## src/rtl/es_pkg.sv

```systemverilog
package es_pkg;

    typedef enum logic [1:0] {
        ES_PASS_LO = 2'b00,
        ES_SLIP    = 2'b01,
        ES_FIFO    = 2'b10,
        ES_PASS_HI = 2'b11
    } es_mode_e;

    typedef struct packed {
        logic fs;
        logic dat;
    } es_cell_t;

    function automatic logic es_is_bypass(es_mode_e m);
        return (m == ES_PASS_LO) || (m == ES_PASS_HI);
    endfunction

endpackage

```

## src/rtl/es_cell_ram.sv

```systemverilog
module es_cell_ram
    import es_pkg::*;
#(
    parameter int DEPTH  = 512,
    parameter int ADDR_W = $clog2(DEPTH)
) (
    input  logic              clk,
    input  logic              we,
    input  logic [ADDR_W-1:0] waddr,
    input  es_cell_t          wdata,
    input  logic [ADDR_W-1:0] raddr,
    output es_cell_t          rdata
);
    es_cell_t mem [DEPTH];

    always_ff @(posedge clk) begin
        if (we) mem[waddr] <= wdata;
    end

    assign rdata = mem[raddr];
endmodule

```

## src/rtl/es_ptr_ctrl.sv

```systemverilog
module es_ptr_ctrl
    import es_pkg::*;
#(
    parameter int FRAME_BITS = 256,
    parameter int ADDR_W     = $clog2(2 * FRAME_BITS)
) (
    input  logic              clk,
    input  logic              rst,
    input  es_mode_e          mode,
    input  logic              wr_en,
    input  logic              rd_en,
    input  logic [ADDR_W-1:0] latency,
    output logic              wr_go,
    output logic              rd_go,
    output logic [ADDR_W-1:0] wr_addr,
    output logic [ADDR_W-1:0] rd_addr,
    output logic              ovf_evt,
    output logic              unf_evt
);
    localparam int DEPTH = 2 * FRAME_BITS;
    localparam int CNT_W = ADDR_W + 1;
    localparam logic [ADDR_W-1:0] FRAME_A = ADDR_W'(FRAME_BITS);
    localparam logic [CNT_W-1:0]  FRAME_C = CNT_W'(FRAME_BITS);
    localparam logic [CNT_W-1:0]  FULL_C  = CNT_W'(DEPTH);

    es_mode_e          mode_q;
    logic [ADDR_W-1:0] wr_ptr, rd_ptr, rd_ptr_n;
    logic [CNT_W-1:0]  cnt, cnt_n;
    logic              restart, slip_on, fifo_on;

    always_comb begin
        restart = (mode != mode_q);
        slip_on = (mode == ES_SLIP) && !restart;
        fifo_on = (mode == ES_FIFO) && !restart;
        wr_go   = (slip_on || fifo_on) && wr_en;
        rd_go   = (slip_on || fifo_on) && rd_en;
        unf_evt = slip_on && rd_en && (cnt == '0);
        ovf_evt = slip_on && wr_en && !rd_en && (cnt == FULL_C);
        wr_addr = wr_ptr;
        if (fifo_on)      rd_addr = wr_ptr - latency;
        else if (unf_evt) rd_addr = rd_ptr - FRAME_A;
        else              rd_addr = rd_ptr;

        rd_ptr_n = rd_ptr + ADDR_W'(rd_go);
        cnt_n    = cnt + CNT_W'(wr_go) - CNT_W'(rd_go);
        if (unf_evt) begin
            rd_ptr_n = rd_ptr_n - FRAME_A;
            cnt_n    = cnt_n + FRAME_C;
        end
        if (ovf_evt) begin
            rd_ptr_n = rd_ptr_n + FRAME_A;
            cnt_n    = cnt_n - FRAME_C;
        end
    end

    always_ff @(posedge clk) begin
        mode_q <= mode;
        if (rst || restart) begin
            wr_ptr <= '0;
            rd_ptr <= '0;
            cnt    <= '0;
        end else begin
            wr_ptr <= wr_ptr + ADDR_W'(wr_go);
            if (slip_on) begin
                rd_ptr <= rd_ptr_n;
                cnt    <= cnt_n;
            end
        end
    end

    assert_occupancy_bound_R4: assert property (@(posedge clk) disable iff (rst)
        cnt <= FULL_C);

    assert_full_pair_R6: assert property (@(posedge clk) disable iff (rst)
        (slip_on && cnt == FULL_C && wr_en && rd_en) |=> (cnt == FULL_C));

    assert_replay_frame_R5: assert property (@(posedge clk) disable iff (rst)
        (unf_evt && mode == $past(mode)) |=> (cnt == FRAME_C - 1 || cnt == FRAME_C || restart));

    assert_restart_clear_R10: assert property (@(posedge clk) disable iff (rst)
        restart |=> (cnt == '0));
endmodule

```

## src/rtl/es_slip_flags.sv

```systemverilog
module es_slip_flags (
    input  logic clk,
    input  logic rst,
    input  logic ovf_evt,
    input  logic unf_evt,
    input  logic clr,
    output logic ovf_flag,
    output logic unf_flag
);
    always_ff @(posedge clk) begin
        if (rst) begin
            ovf_flag <= 1'b0;
            unf_flag <= 1'b0;
        end else begin
            ovf_flag <= ovf_evt | (ovf_flag & ~clr);
            unf_flag <= unf_evt | (unf_flag & ~clr);
        end
    end

    assert_ovf_sticky_R7: assert property (@(posedge clk) disable iff (rst)
        (ovf_flag && !clr) |=> ovf_flag);

    assert_unf_sticky_R7: assert property (@(posedge clk) disable iff (rst)
        (unf_flag && !clr) |=> unf_flag);

    assert_ovf_set_R4: assert property (@(posedge clk) disable iff (rst)
        ovf_evt |=> ovf_flag);

    assert_unf_set_R5: assert property (@(posedge clk) disable iff (rst)
        unf_evt |=> unf_flag);
endmodule

```

## src/rtl/es_slip_store.sv

```systemverilog
module es_slip_store
    import es_pkg::*;
#(
    parameter int FRAME_BITS = 256,
    parameter int ADDR_W     = $clog2(2 * FRAME_BITS)
) (
    input  logic              clk,
    input  logic              rst,
    input  logic [1:0]        mode,
    input  logic              wr_en,
    input  logic              wr_bit,
    input  logic              wr_fs,
    input  logic              rd_en,
    input  logic [ADDR_W-1:0] latency,
    input  logic              clr_status,
    output logic              rd_bit,
    output logic              rd_fs,
    output logic              ovf_slip,
    output logic              unf_slip
);
    localparam int DEPTH = 2 * FRAME_BITS;

    es_mode_e          mode_e;
    logic              byp;
    logic              wr_go, rd_go, ovf_evt, unf_evt;
    logic [ADDR_W-1:0] wr_addr, rd_addr;
    es_cell_t          wcell, rcell, out_q;

    assign mode_e = es_mode_e'(mode);
    assign byp    = es_is_bypass(mode_e);
    assign wcell  = '{fs: wr_fs, dat: wr_bit};

    es_ptr_ctrl #(.FRAME_BITS(FRAME_BITS), .ADDR_W(ADDR_W)) u_ptr (
        .clk(clk), .rst(rst), .mode(mode_e),
        .wr_en(wr_en), .rd_en(rd_en), .latency(latency),
        .wr_go(wr_go), .rd_go(rd_go),
        .wr_addr(wr_addr), .rd_addr(rd_addr),
        .ovf_evt(ovf_evt), .unf_evt(unf_evt)
    );

    es_cell_ram #(.DEPTH(DEPTH), .ADDR_W(ADDR_W)) u_ram (
        .clk(clk), .we(wr_go), .waddr(wr_addr), .wdata(wcell),
        .raddr(rd_addr), .rdata(rcell)
    );

    es_slip_flags u_flags (
        .clk(clk), .rst(rst), .ovf_evt(ovf_evt), .unf_evt(unf_evt),
        .clr(clr_status), .ovf_flag(ovf_slip), .unf_flag(unf_slip)
    );

    always_ff @(posedge clk) begin
        if (rst)        out_q <= '0;
        else if (byp)   out_q <= wcell;
        else if (rd_go) out_q <= rcell;
    end

    assign rd_bit = out_q.dat;
    assign rd_fs  = out_q.fs;

    assert_bypass_delay_R8: assert property (@(posedge clk) disable iff (rst)
        byp |=> (rd_bit == $past(wr_bit) && rd_fs == $past(wr_fs)));

    assert_hold_idle_R3: assert property (@(posedge clk) disable iff (rst)
        (!byp && !rd_en) |=> ($stable(rd_bit) && $stable(rd_fs)));

    assert_fifo_noslip_R9: assert property (@(posedge clk) disable iff (rst)
        (mode_e == ES_FIFO && !clr_status) |=> ($stable(ovf_slip) && $stable(unf_slip)));
endmodule

```

## config.mk

```make
export PLATFORM = sky130hd
export DESIGN_NAME = es_slip_store
export DESIGN_NICKNAME = d
export VERILOG_FILES = /design/src/rtl/es_pkg.sv /design/src/rtl/es_cell_ram.sv /design/src/rtl/es_ptr_ctrl.sv /design/src/rtl/es_slip_flags.sv /design/src/rtl/es_slip_store.sv
export SDC_FILE = /design/constraint.sdc
export NUM_CORES = 2
export LEC_CHECK = 0
export BUFFER_PORTS_ARGS = -buffer_cell sky130_fd_sc_hd__buf_2
export CAP_MARGIN = 5
export CORE_UTILIZATION = 35
export DETAILED_ROUTE_END_ITERATION = 7
export PLACE_DENSITY = 0.47
export SLEW_MARGIN = 20
export SYNTH_ARGS = -nofsm -noshare
export SYNTH_HDL_FRONTEND = slang
export SYNTH_SLANG_ARGS = --single-unit
```

## constraint.sdc

```tcl
create_clock -name clk -period 5.4 [get_ports clk]
set_input_delay 0.81 -clock clk [delete_from_list [all_inputs] [get_ports clk]]
set_output_delay 0.81 -clock clk [all_outputs]
set_load 0.005 [all_outputs]
```

Yosys cells after proc, flatten, opt, wreduce, memory -nomap -nowiden

Memory sizes are Yosys's and may differ from the RTL's.
Index checks and enable logic that the tools add are counted.

Bits in writable memories: 1024
Bits in read-only memories: 0
Logic and storage cells: 56
Register bits after elaboration: 34
Bits in latches: 0
Bits of input ports: 18
Memories: 1

Memories:

| memory    | words | width | rd ports | clocked after Yosys merged registers in | wr ports | line              | text |
|---|---|---|---|---|---|---|---|
| u_ram.mem | 512   | 2     | 1        | 0                                       | 1        | es_cell_ram.sv:14 | `es_cell_t mem [DEPTH];` |

Order comparisons: 0
Equality and inequality tests: 5
Multiply operators: 0
Bitwise logic cells: 5
Shifts and indexed selects: 0
Div/mod/pow operators: 0
Reduce and logical (&&, ||, !) cells: 17
Muxes and demuxes: 10
Add/subtract/negate cells: 10

Operators by type and width:

| operator                                             | number |
|---|---|
| 2-to-1 mux 9 bit                                     | 4 |
| 2-to-1 mux 10 bit                                    | 2 |
| adder 9 x 1 -> 9 bit                                 | 2 |
| subtractor 9 bit (second input constant)             | 2 |
| adder 10 x 1 -> 10 bit                               | 1 |
| adder 10 x 9 -> 10 bit (second input constant)       | 1 |
| equality test 10 bit (second input constant)         | 1 |
| zero test 10 bit                                     | 1 |
| subtractor 10 x 1 -> 10 bit                          | 1 |
| subtractor 10 x 9 -> 10 bit (second input constant)  | 1 |
| adder 9 bit (second input constant)                  | 1 |
| logical AND 1 bit                                    | 9 |
| subtractor 9 bit                                     | 1 |
| equality test 2 bit (second input constant)          | 2 |
| 2-to-1 mux 2 bit                                     | 2 |
| logical OR 1 bit                                     | 3 |
| AND 1 bit                                            | 2 |
| equality test 2 x 1 -> 1 bit (second input constant) | 1 |
| zero test 1 bit                                      | 2 |
| zero test 2 bit                                      | 1 |
| 2-to-1 mux 1 bit                                     | 2 |
| inequality test 2 bit                                | 1 |
| OR 1 bit                                             | 2 |
| nonzero test 2 bit                                   | 1 |
| NOT 1 bit                                            | 1 |

Depth between registers and ports, before layout

Depth in word-level cells: 11
Depth in mapped cells: 19

Modules after synthesis

From an unflattened synthesis, not the netlist that was laid out.

Cell total of the unflattened synthesis: 2912
Area, all modules: 44726.6 um2

Modules (own cells, without submodules):

| module        | cells an instance | area an instance (um2) | instances |
|---|---|---|---|
| es_cell_ram   | 2606              | 42274.3                | 1 |
| es_ptr_ctrl   | 289               | 2283.4                 | 1 |
| es_slip_store | 9                 | 98.8                   | 1 |
| es_slip_flags | 8                 | 70.1                   | 1 |

Least setup slack after synthesis

No wires, ideal clock.

Path type: input to register
Start point: input port mode[0]
End point: register u_ptr.cnt[9]
Required time: 5.314 ns
Stages on the path: 19
Slack: 1.403 ns
Arrival: 3.912 ns
Path through: inv_1 -> ha_1 -> nand3_1 -> buf_2 -> clkbuf_1 -> a21oi_1 -> ha_1 -> fa_1 -> a21oi_1 -> o21bai_1 -> a21oi_1 -> o21bai_1 -> a21oi_1 -> o21bai_1 -> xor2_1 -> mux2i_1 -> xnor2_1 -> xnor2_1 -> a211oi_1

Word-level cells in the longest chain between the ends: 11
Elaborated cells on any way between the ends: 21

Ends and longest elaborated chain:

| item                                 | line                                 | text |
|---|---|---|
| start, declared                      | es_slip_store.sv:9                   | `input logic [1:0] mode,` |
| inequality test 2 bit                | es_ptr_ctrl.sv:32                    | `restart = (mode != mode_q);` |
| zero test 1 bit                      | es_ptr_ctrl.sv:33, es_ptr_ctrl.sv:34 |  |
| logical AND 1 bit (on tied branches) | es_ptr_ctrl.sv:33, es_ptr_ctrl.sv:34 |  |
| logical OR 1 bit                     | es_ptr_ctrl.sv:35, es_ptr_ctrl.sv:36 |  |
| logical AND 1 bit                    | es_ptr_ctrl.sv:35                    | `wr_go = (slip_on \|\| fifo_on) && wr_en;` |
| adder 10 x 1 -> 10 bit               | es_ptr_ctrl.sv:45                    | `cnt_n = cnt + CNT_W'(wr_go) - CNT_W'(rd_go);` |
| subtractor 10 x 1 -> 10 bit          | es_ptr_ctrl.sv:45                    |  |
| adder 10 x 9 -> 10 bit               | es_ptr_ctrl.sv:48                    | `cnt_n = cnt_n + FRAME_C;` |
| 2-to-1 mux 10 bit                    | es_ptr_ctrl.sv:46                    | `if (unf_evt) begin` |
| subtractor 10 x 9 -> 10 bit          | es_ptr_ctrl.sv:52                    | `cnt_n = cnt_n - FRAME_C;` |
| 2-to-1 mux 10 bit                    | es_ptr_ctrl.sv:50                    | `if (ovf_evt) begin` |
| end signal, assigned                 | es_ptr_ctrl.sv:66                    | `cnt <= cnt_n;` |
| end, declared                        | es_ptr_ctrl.sv:28                    | `logic [CNT_W-1:0] cnt, cnt_n;` |

Parallel ways exist; a longest one is shown, timed or not.
A chain may end at the register's enable or synchronous reset.

Final worst setup path

Start point: register u_ptr.wr_ptr[0] (netlist: u_ptr.wr_addr[0])
End point: register out_q (netlist bit rd_bit)

Word-level cells in the longest chain between the ends: 5

Ends and longest elaborated chain:

| item                      | line                | text |
|---|---|---|
| start, declared           | es_ptr_ctrl.sv:27   | `logic [ADDR_W-1:0] wr_ptr, rd_ptr, rd_ptr_n;` |
| start signal, assigned    | es_ptr_ctrl.sv:63   | `wr_ptr <= wr_ptr + ADDR_W'(wr_go);` |
| subtractor 9 bit          | es_ptr_ctrl.sv:40   | `if (fifo_on) rd_addr = wr_ptr - latency;` |
| 2-to-1 mux 9 bit          | es_ptr_ctrl.sv:40   |  |
| memory read (512 x 2 bit) | -                   |  |
| 2-to-1 mux 2 bit          | es_slip_store.sv:54 | `else if (rd_go) out_q <= rcell;` |
| 2-to-1 mux 2 bit          | es_slip_store.sv:53 | `else if (byp) out_q <= wcell;` |
| end signal, assigned      | es_slip_store.sv:53 |  |
| end signal, assigned      | es_slip_store.sv:54 |  |
| end, declared             | es_slip_store.sv:27 | `es_cell_t wcell, rcell, out_q;` |

No other way between the ends. The select of a mux whose other input is x is not followed.

==> results.tsv <==
stage	metric	value	unit
run_status	status	finished clean	
yosys	synth_area	44700	um^2
setup_path	cp_max_fo	30	
setup_path	crit_path_cell_trace	inv_1, ha_1, nand4_1, nand2_8, buf_12, buf_12, mux2i_1, o22ai_1, nor4_1, o21ai_0, buf_4, nand4_1, nor3_1, a211oi_1, a211oi_2	
finish	final_common_cell	edfxtp_1	
global_routing	first_global_vias	28200	
floorplanning	io_pins	22	
power	seqPwrFrac	51.9	%
clock_network	cts_sinks	1058	
power	p_sw	3770	uW
setup_path	cpMaxStageDelayCell	nor4_1	
placement	place_area	47100	um^2
global_routing	antenna_found_initial	3	
timing	relSlewSlack	25.5	%
floorplanning	core	126000	um^2
yosys	ys.flop_type	edfxtp_1	
setup_path	endpoint_kind	register	
setup_path	reg2reg_from	u_ptr.wr_addr[0]	
yosys	ys_seq_area_share	70.3	%
route	wl_per_cell	28.0	um
timing	setup_viol	0	
min_path	hold_end	u_ptr.mode_q[1]	
route	postRouteAntennaNets	0	
clock_network	cts_tree	done	
clock_network	cts-root-buf	clkbuf_16	
setup_path	required	6.02	ns
timing	max_freq	0.203	GHz
setup_path	rrSetupSlack	0.47	ns
route	via_count	28100	
yosys	synth_edf_count	1024	
clock_network	insertion_delay	0.75	ns
timing	fin_ws	0.475	ns
global_routing	grt_overflow	0	
placement	pre_cts_slack	0.0272	ns
route	drc	0	
power	p_comb_share	4.1	%
clock_network	clk_pin_slew	0.06	ns
global_routing	grt_max_degree	201	
global_routing	grt_pass1_wl	201000	um
setup_path	max_stage_delay	0.75	ns
placement	hpwlAfterDp	82800	um
floorplanning	initial_utilization	35.4	%
clock_network	cts.repair.resized	0	
yosys	ys_seq_elements	1058	
flow_run	drv_cap	0	
finish	final_area	50800	um^2
yosys	synth_warnings	0	
floorplanning	die_width	359	um
min_path	worstHoldStart	mode[1]	
placement	globalplace.congestion	0.841	
yosys	synth.distinct_cells	69	
power	peakVddDrop	0.241	mV
route	dr.pass1.iters	5	
clock_network	numCtsBuffers	115	
timing	rsz0062_at_grt	false	
timing	max_slew.worst_pin.slew	1.12	ns
clock_network	cts_max_level	3	
min_path	hp-class	input port to register	
setup_path	reg2reg_to	rd_bit	
yosys	async_reset_ff_share	0	%
finish	final_cell_mix	edfxtp_1, nor2_1, nand2_1, nand3_1, mux4_2	
yosys	synth_nets	3256	
finish	fin_nets	3271	
route	drt-vias-per-instance	5.64	
setup_path	cp-start-kind	register	
timing	min_period_over_period	91.2	%
finish	drive_gt1_share	13.9	%
yosys	avgSynthCellArea	13.9	um^2
setup_path	r2r_cells	15	
route	routed_wl	139000	um
global_routing	grtUsageTotal	21.3	%
finish	areaGrowthSynthToFinish	13.5	%
clock_network	post_cts_buffers	0	
min_path	holdPathStages	1	
timing	hold_violations	0	
timing	finalSetupTns	0	ns
route	drt_iter0_markers	2902	
finish	fin_util	40.2	%
yosys	syn_inst	3209	
finish	fill_cells	11700	
power	leakagePower	0.0159	uW
floorplanning	num_rows	130	
power	clkPwrFrac	44.0	%
clock_network	cts.hold.buffers_added	0	
power	powerDensity	342	nW/um^2
setup_path	worstSetupPathType	register to register	
placement	port_buffers	21	
timing	period_minus_slack	4.93	ns
timing	finalClockSkew	0.0433	ns
power	internal-power	13600	uW
power	switching_share	21.7	%
floorplanning	dieArea	129000	um^2
timing	drv_slew	0	
clock_network	clk_path_buf_depth	3	
setup_path	cp_data_arrival_time	5.55	ns
floorplanning	dieHeight	359	um
==> how the worst max path moves through the flow <==
stage / start / endpoint / slack (ns) / depth (start not counted)
global route: u_ptr.wr_addr[0] / rd_bit / 0.37 / 17
global placement: mode[0] / rd_bit / -0.01 / 17
detailed placement: mode[0] / rd_bit / 0.03 / 17
finish: u_ptr.wr_addr[0] / rd_bit / 0.47 / 15
floorplan: mode[0] / u_ptr.cnt[9] / 1.40 / 19
CTS: u_ptr.wr_addr[0] / rd_bit / 0.61 / 17
==> critical path: cells and delay by family, from the launching register on <==
family          cells  cell delay (ns)
compound gates      4             1.17
fa+ha+maj           1             0.30
buf+inv             4             0.92
flops               1             0.38
mux                 1             0.26
simple gates        5             1.69
==> cell type report <==
type	count	area (um^2)	share of cell area [%]
well taps	1650	2060	4.07
inverters	30	113	0.222
multi-input cells	1886	12100	23.9
clock inverters	72	563	1.11
repair buffers	133	1400	2.76
diodes	1	2.50	0.00493
flip-flops and latches	1058	31400	61.9
clock buffers	142	3040	5.99
==> Yosys cell counts, types with 4 or more instances <==
master	instances	area (um^2)
edfxtp_1	1024	30700
nor2_1	578	2170
nand2_1	433	1630
nand3_1	184	921
clkbuf_1	146	548
mux4_2	134	3020
a22oi_1	62	465
and3_1	49	307
a211oi_1	45	338
buf_2	45	225
a21oi_1	44	220
a31oi_1	40	250
a311oi_1	39	342
mux2i_1	36	360
dfxtp_1	34	681
inv_1	30	113
ha_1	27	338
nand4_1	27	169
xnor2_1	19	166
xor2_1	19	166
buf_4	16	120
buf_6	15	169
nor3_1	15	75.1
o21ai_0	15	75.1
nor4_1	11	68.8
o22ai_1	11	68.8
o211ai_1	8	60.1
buf_1	7	26.3
o21bai_1	7	52.6
a32oi_1	6	52.6
nor2b_1	6	37.5
nor3b_1	6	45.0
a21boi_0	5	37.5
and2_1	5	31.3
buf_8	5	75.1
o31ai_1	5	37.5
a21o_1	4	30.0
==> registers in the layout, indices dropped and copies added, names as in the netlist <==
register	count
u_ram.mem	1024
u_ptr.cnt	10
u_ptr.rd_ptr	9
u_ptr.wr_addr	9
u_ptr.mode_q	2
rd_bit	1
rd_fs	1
u_flags.ovf_flag	1
u_flags.unf_flag	1
==> power groups by stage <==
stage	registers [uW]	logic [uW]	clock network [uW]
2_1_floorplan	9180	368	0
3_3_place_gp	9180	707	0
3_5_place_dp	9180	713	0
4_1_cts	9010	714	7770
5_1_grt	9000	762	8050
6_report	9010	715	7630
==> metal layers <==
metal	global-route usage, %	part of all wire, %	routed length, um
met5	0	0.0094	13
met3	3.71	7.1	9860
met1	29.6	43	59900
met4	6.54	2.6	3670
met2	34.2	47	65600
==> kinds of logic after synthesis <==
kind of cell             share of synthesized area (%)
XOR/XNOR                                         0.744
adder cells (fa/ha/maj)                          0.845
buffers and inverters                             2.90
AND/OR/NAND/NOR                                   12.4
AO/OA/AOI/OAI                                     5.13
multiplexers                                      7.66
flip-flops                                        70.3
==> through the flow <==
stage          cells  power (uW)  hold WS, ns
6_report        4972       17300        0.239
5_1_grt         4971       17800        0.230
4_1_cts         4970       17500        0.177
3_5_place_dp    4756        9890        0.493
3_3_place_gp    4755        9890        0.472
2_1_floorplan   3209        9540        0.460
Note: power is estimated with default switching activity, not from simulation.
